--- src/rtl/abus_pkg.sv ---
package abus_pkg;
  typedef enum logic [3:0] {
    ST_IDLE, ST_S0, ST_S1, ST_S2, ST_S3, ST_S4, ST_S5, ST_S6, ST_S7, ST_SW
  } bus_state_e;
endpackage

--- src/rtl/abus_sync.sv ---
module abus_sync #(
  parameter int unsigned   W       = 1,
  parameter logic [W-1:0]  RST_VAL = '0
) (
  input  logic         clk_i,
  input  logic         rst_ni,
  input  logic [W-1:0] d_i,
  output logic [W-1:0] q_o
);
  logic [W-1:0] meta_q, sync_q;

  always_ff @(posedge clk_i or negedge rst_ni) begin
    if (!rst_ni) begin
      meta_q <= RST_VAL;
      sync_q <= RST_VAL;
    end else begin
      meta_q <= d_i;
      sync_q <= meta_q;
    end
  end

  assign q_o = sync_q;
endmodule

--- src/rtl/abus_watchdog.sv ---
module abus_watchdog #(
  parameter int unsigned LIMIT = 16
) (
  input  logic clk_i,
  input  logic rst_ni,
  input  logic clr_i,
  input  logic tick_i,
  output logic expire_o
);
  if (LIMIT == 0) begin : g_off
    logic unused_in;
    assign unused_in = ^{clk_i, rst_ni, clr_i, tick_i};
    assign expire_o  = 1'b0;
  end else begin : g_on
    localparam int unsigned CW = $clog2(LIMIT + 1);
    localparam logic [CW-1:0] LIM = CW'(LIMIT);
    logic [CW-1:0] cnt_q;

    always_ff @(posedge clk_i or negedge rst_ni) begin
      if (!rst_ni)                   cnt_q <= '0;
      else if (clr_i)                cnt_q <= '0;
      else if (tick_i && cnt_q != LIM) cnt_q <= cnt_q + 1'b1;
    end

    assign expire_o = (cnt_q == LIM);
  end
endmodule

--- src/rtl/abus_strobe_gen.sv ---
module abus_strobe_gen
  import abus_pkg::*;
(
  input  bus_state_e st_i,
  input  logic       wr_i,
  output logic       as_no,
  output logic       ds_no,
  output logic       rw_o,
  output logic       drive_o
);
  logic addr_phase, strobe_phase, wdata_phase, wds_phase;

  always_comb begin
    addr_phase   = 1'b0;
    strobe_phase = 1'b0;
    wdata_phase  = 1'b0;
    wds_phase    = 1'b0;
    unique case (st_i)
      ST_S1:              addr_phase = 1'b1;
      ST_S2:              begin addr_phase = 1'b1; strobe_phase = 1'b1; end
      ST_S3:              begin addr_phase = 1'b1; strobe_phase = 1'b1; wdata_phase = 1'b1; end
      ST_S4, ST_SW,
      ST_S5, ST_S6:       begin addr_phase = 1'b1; strobe_phase = 1'b1; wdata_phase = 1'b1; wds_phase = 1'b1; end
      ST_S7:              begin addr_phase = 1'b1; wdata_phase = 1'b1; end
      default:            ;
    endcase
  end

  assign as_no   = !strobe_phase;
  // write data strobe waits for data to settle a tick
  assign ds_no   = wr_i ? !wds_phase : !strobe_phase;
  assign rw_o    = !(addr_phase && wr_i);
  assign drive_o = wdata_phase && wr_i;
endmodule

--- src/rtl/abus_master.sv ---
module abus_master
  import abus_pkg::*;
#(
  parameter int unsigned AW       = 24,
  parameter int unsigned DW       = 16,
  parameter int unsigned WD_LIMIT = 16
) (
  input  logic          clk_i,
  input  logic          rst_ni,
  input  logic          start_i,
  input  logic          write_i,
  input  logic [AW-1:0] addr_i,
  input  logic [DW-1:0] wdata_i,
  output logic          done_o,
  output logic          err_o,
  output logic [DW-1:0] rdata_o,
  output logic [AW-1:0] bus_addr_o,
  output logic          bus_rw_o,
  output logic          bus_as_no,
  output logic          bus_ds_no,
  input  logic [DW-1:0] bus_data_i,
  output logic [DW-1:0] bus_data_o,
  output logic          bus_data_oe_o,
  input  logic          bus_ack_ni,
  input  logic          bus_berr_ni
);
  bus_state_e st_q, st_d;
  logic [AW-1:0] addr_q;
  logic [DW-1:0] wdata_q, rdata_q;
  logic          wr_q, abort_q, done_q, err_q, rel_q;
  logic [1:0]    term_n;
  logic          ack_s, berr_s, wd_exp, drive;
  logic          accept, abort_set;

  abus_sync #(.W(2), .RST_VAL(2'b11)) u_sync (
    .clk_i (clk_i),
    .rst_ni(rst_ni),
    .d_i   ({bus_berr_ni, bus_ack_ni}),
    .q_o   (term_n)
  );
  assign ack_s  = !term_n[0];
  assign berr_s = !term_n[1];

  abus_watchdog #(.LIMIT(WD_LIMIT)) u_wd (
    .clk_i   (clk_i),
    .rst_ni  (rst_ni),
    .clr_i   (st_q != ST_S4 && st_q != ST_SW),
    .tick_i  (st_q == ST_S4 && st_d == ST_SW),
    .expire_o(wd_exp)
  );

  assign accept = start_i && (st_q == ST_IDLE);

  always_comb begin
    st_d      = st_q;
    abort_set = 1'b0;
    unique case (st_q)
      ST_IDLE: if (start_i) st_d = ST_S0;
      ST_S0:   st_d = ST_S1;
      ST_S1:   st_d = ST_S2;
      ST_S2:   st_d = ST_S3;
      ST_S3:   st_d = ST_S4;
      ST_S4: begin
        // bus error beats acknowledge; acknowledge beats timeout
        if (berr_s)      begin st_d = ST_S7; abort_set = 1'b1; end
        else if (ack_s)  st_d = ST_S5;
        else if (wd_exp) begin st_d = ST_S7; abort_set = 1'b1; end
        else             st_d = ST_SW;
      end
      ST_SW:   st_d = ST_S4;
      ST_S5:   st_d = ST_S6;
      ST_S6:   st_d = ST_S7;
      ST_S7:   st_d = ST_IDLE;
      default: st_d = ST_IDLE;
    endcase
  end

  always_ff @(posedge clk_i or negedge rst_ni) begin
    if (!rst_ni) begin
      st_q    <= ST_IDLE;
      addr_q  <= '0;
      wdata_q <= '0;
      wr_q    <= 1'b0;
      abort_q <= 1'b0;
      rdata_q <= '0;
      done_q  <= 1'b0;
      err_q   <= 1'b0;
      rel_q   <= 1'b0;
    end else begin
      st_q <= st_d;
      if (accept) begin
        addr_q  <= addr_i;
        wdata_q <= wdata_i;
        wr_q    <= write_i;
        abort_q <= 1'b0;
      end else if (abort_set) begin
        abort_q <= 1'b1;
      end
      if (st_q == ST_S6 && !wr_q) rdata_q <= bus_data_i;
      done_q <= (st_q == ST_S7);
      err_q  <= (st_q == ST_S7) && abort_q;
      rel_q  <= (st_q == ST_S7) && wr_q;
    end
  end

  abus_strobe_gen u_strb (
    .st_i   (st_q),
    .wr_i   (wr_q),
    .as_no  (bus_as_no),
    .ds_no  (bus_ds_no),
    .rw_o   (bus_rw_o),
    .drive_o(drive)
  );

  assign bus_addr_o    = addr_q;
  assign bus_data_o    = wdata_q;
  assign bus_data_oe_o = drive || rel_q;
  assign done_o        = done_q;
  assign err_o         = err_q;
  assign rdata_o       = rdata_q;
endmodule

--- config.mk ---
export PLATFORM = sky130hd
export DESIGN_NAME = abus_master
export DESIGN_NICKNAME = d
export VERILOG_FILES = /design/src/rtl/abus_pkg.sv /design/src/rtl/abus_sync.sv /design/src/rtl/abus_watchdog.sv /design/src/rtl/abus_strobe_gen.sv /design/src/rtl/abus_master.sv
export SDC_FILE = /design/constraint.sdc
export NUM_CORES = 1
export LEC_CHECK = 0
export ABC_AREA = 1
export BUFFER_PORTS_ARGS = -buffer_cell sky130_fd_sc_hd__buf_2
export CAP_MARGIN = 20
export CORE_MARGIN = 3
export CORE_UTILIZATION = 40
export DETAILED_ROUTE_END_ITERATION = 8
export PLACE_DENSITY = 0.68
export SYNTH_ARGS = -nofsm -noshare
export SYNTH_HDL_FRONTEND = slang
export SYNTH_SLANG_ARGS = --single-unit
--- constraint.sdc ---
create_clock -name clk_i -period 1.35 [get_ports clk_i]
set_input_delay 0.135 -clock clk_i [delete_from_list [all_inputs] [get_ports clk_i]]
set_output_delay 0.135 -clock clk_i [all_outputs]
set_load 0.005 [all_outputs]
# Yosys cells after proc, flatten, opt, wreduce, memory -nomap -nowiden
# Index checks and enable logic that the tools add are counted.
[word_totals]
register_bits = 74
inputBits = 62
out_inout_bits = 62
word_cells = 67
[classes]
n_addsub = 1
eq_ne = 14
n_mux = 18
reduce_logical = 22
[ops]
columns = ["operator", "count"]
rows = [
  ["$pmux W4 S8", 1],
  ["$eq A4 B3 Y1 const B", 4],
  ["$eq A4 B4 Y1 const B", 3],
  ["$mux W1", 12],
  ["$mux W4", 3],
  ["$reduce_or A6 Y1", 2],
  ["$mux W5", 2],
  ["$logic_and A1 B1 Y1", 9],
  ["$eq A4 B2 Y1 const B", 2],
  ["$reduce_or A8 Y1", 1],
  ["$add A5 B1 Y5 const B", 1],
  ["$eq A5 B5 Y1 const B", 1],
  ["$ne A5 B5 Y1 const B", 1],
  ["$eq A4 B1 Y1 const B", 1],
  ["$logic_not A1 Y1", 4],
  ["$logic_not A4 Y1", 1],
  ["$ne A4 B3 Y1 const B", 1],
  ["$ne A4 B4 Y1 const B", 1],
  ["$reduce_bool A2 Y1", 2],
  ["$reduce_or A4 Y1", 1],
  ["$reduce_or A2 Y1", 1],
  ["$logic_or A1 B1 Y1", 1],
]

# Depth between registers and ports, before layout
[logic_depth]
word_depth = 10
mapped_depth = 9
ltp_nobuf = 9

# Cells and area by module
# A second synthesis with hierarchy kept.
[hier_totals]
hier_cells = 365
area_unflattened_um2 = 3165.5
[modules_own_cells]
columns = ["module", "instances", "cells_per_inst", "area_per_inst_um2", "seq_area_each_um2"]
rows = [
  ["abus_master", 1, 297, 2613.8, 1626.6],
  ["abus_watchdog", 1, 41, 341.6, 125.1],
  ["abus_strobe_gen", 1, 23, 105.1, 0.0],
  ["abus_sync", 1, 4, 105.1, 105.1],
]

# Least setup slack after synthesis
# Ideal clock, no wire load.
[synth_path]
kind = "reg-to-reg"
startpoint = "register st_q[1]"
endpoint = "register addr_q[10], in the netlist bus_addr_o[10]"
setup_ns = 0.116
arrival_time_ns = 1.062
required_time_ns = 1.234
slack_ns = 0.172
path_stages_with_launch = 7
n_path_buf = 2
period_less_slack_ns = 1.178
cell_sequence = "dfrtp_1 -> buf_2 -> nor2_2 -> nand3_2 -> clkbuf_1 -> nand2_1 -> nand2_1"
[synth_via]
elab_chain_len = 2
[synth_rtl]
columns = ["item", "line_no", "text"]
rows = [
  ["from (decl)", "abus_master.sv:27", "bus_state_e st_q, st_d;"],
  ["from (signal assigned)", "abus_master.sv:90", "st_q <= st_d;"],
  ["$logic_not A4 Y1", "abus_master.sv:52", "assign accept = start_i && (st_q == ST_IDLE);"],
  ["$logic_and A1 B1 Y1", "abus_master.sv:52", ""],
  ["to (signal assigned)", "abus_master.sv:92", "addr_q <= addr_i;"],
  ["to (decl)", "abus_master.sv:28", "logic [AW-1:0] addr_q;"],
]
# No other way between the ends.
# A chain may end at the register's enable or synchronous reset.

# Worst setup path after layout
[layout_path]
startpoint = "register st_q[0]"
endpoint = "output port bus_ds_no"
[layout_via]
elab_chain_len = 5
word_cells_on_any_way = 13
classes_between = "6 x eq/ne; 3 x mux; 4 x reduce/logical"
[layout_rtl]
columns = ["item", "line_no", "text"]
rows = [
  ["$eq A4 B3 Y1 (tied with other cells)", "abus_strobe_gen.sv:18", "unique case (st_i)"],
  ["$reduce_or A6 Y1 (no line) or $reduce_or A4 Y1 (tied branches)", "n/a", ""],
  ["$mux W1", "abus_strobe_gen.sv:18", ""],
  ["$logic_not A1 Y1", "abus_strobe_gen.sv:31", "assign ds_no = wr_i ? !wds_phase : !strobe_phase;"],
  ["$mux W1 *", "abus_strobe_gen.sv:31", ""],
  ["to (decl)", "abus_master.sv:20", "output logic bus_ds_no,"],
]
# Every way passes the cells marked *; elsewhere a longest branch is shown, timed or not.

==> summary.md <==
| Metric | Value |
|---|---|
| Fillers | `568` |
| CP most frequent cell | `nor2_4` |
| Drt initial violations | `213` |
| Fin. max-slew vios | `0` |
| Failing checks | `setup timing` |
| Clk buf depth | `2` |
| GR Overflow Total | `0` |
| Max VDD drop | `0.0009530 V` |
| Area contributors post-synth | `dfrtp_1, nand2_1, inv_1` |
| Slack of the critical path | `-0.2711 ns` |
| All-Layer GR Usage | `0.1902` |
| Final wirelength | `9.987 mm` |
| Crit path time final | `1.621 ns` |
| Power density over cell area | `1963 mW/mm2` |
| Clock Latency Late Sink | `0.35 ns` |
| Die span in x | `93.65 um` |
| Die area | `0.008770 mm2` |
| Internal power | `6243 uW` |
| Setup Skew | `0.01482 ns` |
| WL met1 | `4.043 mm` |
| RSZ-0062 raised after global routing | `true` |
| Worst hold slack | `0.01950 ns` |
| Worst Hold Class | `primary input to register` |
| Cell Chain, Critical Path | `inv_4 -> nand2_4 -> nor2_4 -> nor2_4 -> nand3_1 -> nand2_1 -> buf_2` |
| Least-Margin Pin Slew | `0.3904 ns` |
| Final setup viols | `19` |
| Seq cells post-synth | `74` |
| Sequential power share | `0.376` |
| Critical Path Start Type | `register` |
| Met2 WL | `5.176 mm` |
| Critical path class | `register to output pin` |
| Hold Path Cell Cnt | `3` |
| CTS tree | `done` |
| Core Box Area | `0.007370 mm2` |
| Post-route cell area | `0.005162 mm2` |
| Setup TNS Final | `-1.060 ns` |
| Rows | `31` |
| DR top layer | `met4` |
| Global-route wire length before repair | `13.19 mm` |
| Clock share of power | `0.161` |
| Post-Place Worst Slack | `0.02568 ns` |
| Final Hold Violating Endpoints | `0` |
| WL per Instance | `15.25 um` |
| Yosys cell types | `25` |
| Highest clock rate | `0.6168 GHz` |
| Share of the synthesized area in the top cell type | `0.5700` |
| Syn_area_per_cell | `8.632 um2` |
| Synth warnings | `0` |
| Share of cells above drive strength 1 | `0.4577` |
| Delay-heaviest family, CP | `flip-flops` |
| Area of the multi-input gates | `0.001316 mm2` |
| Critical Path AT | `1.49 ns` |
| Combinational power share | `0.463` |
| Via count | `3063` |
| Crit path required time | `1.22 ns` |
| DRC | `0` |
| Period utilization | `1.201` |
| Die Ht | `93.65 um` |
| Worst stage delay on the critical path | `0.47 ns` |
| Syn Std Cell Area | `0.003073 mm2` |
| Area grow syn2layout | `68.00%` |
| Setup crit end kind | `output pin` |
| Pin count of the biggest net entering global routing | `75` |
| Vias per cell | `4.676` |
| Post-Syn Instances | `356` |
| I/O Buffers | `123` |
| Post-route ant nets | `0` |
| Register area share after synthesis | `0.6042` |
| Pleak | `0.002876 uW` |
| Crit Path Max Fanout | `5` |
| CTS root buf | `clkbuf_8` |
| Post-DP Area | `0.003846 mm2` |
| Syn nets | `420` |
| CTS sink cnt | `74` |
| R2R depth | `8` |
| Critical path buffer and inverter count | `2` |
| Routability cong. | `0.8199` |
| Sw Pwr | `3890 uW` |
| Initial antenna violation count | `0` |
| Max Cap Viol | `0` |
| CP Depth | `7` |
| Post-DP HPWL | `5.039 mm` |
| I/O pin count | `124` |
| Pre-antenna DRT Iters | `4` |
| WL met3 | `458 um` |
| Register Area | `0.001862 mm2` |
| Sw frac | `0.3839` |
| Nets | `614` |
| Vias in the first global route | `2866` |
| Total CTS buffers | `9` |
| Status | `finished, violations left` |
| Initial Util | `0.4170` |
| Slew HR | `0.7397` |
| Area leader, netlist | `dfrtp_1` |
| Worst path slowest cell | `dfrtp_2` |
| H-Tree Depth | `3` |
| Clk slew on worst S/H paths | `0.08 ns` |
[cells by family (layout without fill, tap and decap cells)]
family,count (synthesis),after routing,synth area share
simple gates,206,206,0.2704
flops,74,74,0.6042
buf+inv,48,247,0.07165
compound gates,24,24,0.03990
fa+ha+maj,2,2,0.008142
xor+xnor,2,2,0.005701
other cells,0,1,0
[stage by stage]
stage	power, uW	instances	utilization
floorplan	5310	356	-
global placement	6696	575	0.5219
detailed placement	6811	575	0.5219
CTS	8834	638	0.6200
global route	10810	654	0.7002
finish	10130	655	0.7005
[sequential cells by signal, summed over array words and instances, names as in the netlist]
register         flops
st_q                 4
bus_addr_o          24
bus_data_o          16
done_o               1
u_sync.q_o           2
rdata_o             16
rel_q                1
abort_q              1
err_o                1
u_wd.g_on.cnt_q      5
wr_q                 1
u_sync.meta_q        2
[power by group through the flow]
stage               clock [uW]  combinational, uW  sequential [uW]
floorplan                    0               1610             3700
global placement             0               3040             3660
detailed placement           0               3150             3660
CTS                       1650               3500             3680
global route              1750               5140             3910
finish                    1630               4690             3810
[path summary, 6_finish.rpt]
kind | slack (ns) | startpoint | endpoint
worst max-delay path | -0.27 | st_q[0] | bus_ds_no
worst min-delay path | 0.02 | bus_data_i[13] | rdata_o[13]
worst max register to register | -0.02 | st_q[3] | bus_addr_o[21]
worst min register to register | 0.36 | u_sync.meta_q[0] | u_sync.q_o[0]
max in group asynchronous | 0.63 | rst_ni | u_sync.q_o[1]
min in group asynchronous | 0.35 | rst_ni | bus_data_o[14]
[cells in the mapped netlist]
| cell type | count |
|---|---|
| nand3b_1 | 1 |
| nor2_2 | 4 |
| buf_2 | 7 |
| o21ai_0 | 3 |
| nor2_1 | 15 |
| inv_2 | 4 |
| nand2_1 | 168 |
| inv_1 | 30 |
| dfstp_2 | 4 |
| buf_6 | 4 |
| a21oi_1 | 4 |
| a21o_1 | 1 |
| clkbuf_1 | 1 |
| nand4_2 | 1 |
| nand3_2 | 2 |
| clkinv_2 | 1 |
| xnor2_1 | 1 |
| dfrtp_1 | 70 |
| nand4_1 | 2 |
| nand3_1 | 12 |
| ha_1 | 2 |
| o21ai_1 | 16 |
| xor2_1 | 1 |
| nand2_2 | 1 |
| clkinv_1 | 1 |
[layer usage]
metal	up-vias	global-route usage
met2	114	0.3252
met1	1444	0.2340
met3	32	0.03125
met4	0	0.09146
li1	1473	-
met5	-	0
[tightest hold or removal path, cell delays in order]
cell and delay [ns]:
buf_2 0.09, inv_1 0.04, o21ai_1 0.06
[layout make-up]
type	instances	share of cell area
Clock buffer	12	0.03005
Inverter	36	0.02957
Clock inverter	4	0.006544
Antenna cell	1	0.0004847
Timing Repair Buffer	194	0.2921
Sequential cell	74	0.3606
Multi-Input combinational cell	234	0.2550
Timing Repair inverter	1	0.001697
Tap cell	99	0.02399
[timing repair]
item	CTS	global route
hold endpoints to repair	111	0
resized for setup	21	92
setup buffers	5	5
hold buffers	42	0
cloned	0	12
pin swaps	2	23
setup endpoints to repair	4	36
[cells in the final DEF (no fill, tap or decap), types with 2 or more instances in the layout]
| master | Yosys | final |
|---|---|---|
| nand3_1 | 12 | 11 |
| clkbuf_16 | 0 | 7 |
| a21oi_1 | 4 | 3 |
| o21ai_1 | 16 | 16 |
| buf_4 | 0 | 9 |
| inv_2 | 4 | 3 |
| dlygate4sd3_1 | 0 | 42 |
| clkbuf_8 | 0 | 11 |
| inv_6 | 0 | 2 |
| nand3_4 | 0 | 2 |
| clkinv_4 | 0 | 2 |
| dfrtp_2 | 0 | 4 |
| buf_12 | 0 | 9 |
| ha_1 | 2 | 2 |
| nand2_4 | 0 | 20 |
| buf_2 | 7 | 123 |
| nand2_2 | 1 | 36 |
| dfstp_2 | 4 | 4 |
| nor2_2 | 4 | 2 |
| buf_6 | 4 | 3 |
| o21ai_0 | 3 | 2 |
| dfrtp_1 | 70 | 66 |
| nor2_1 | 15 | 9 |
| nor2_4 | 0 | 8 |
| nand4_1 | 2 | 2 |
| nand2_1 | 168 | 113 |
| inv_4 | 0 | 2 |
| inv_1 | 30 | 29 |
(Power assumes the default switching activity.)
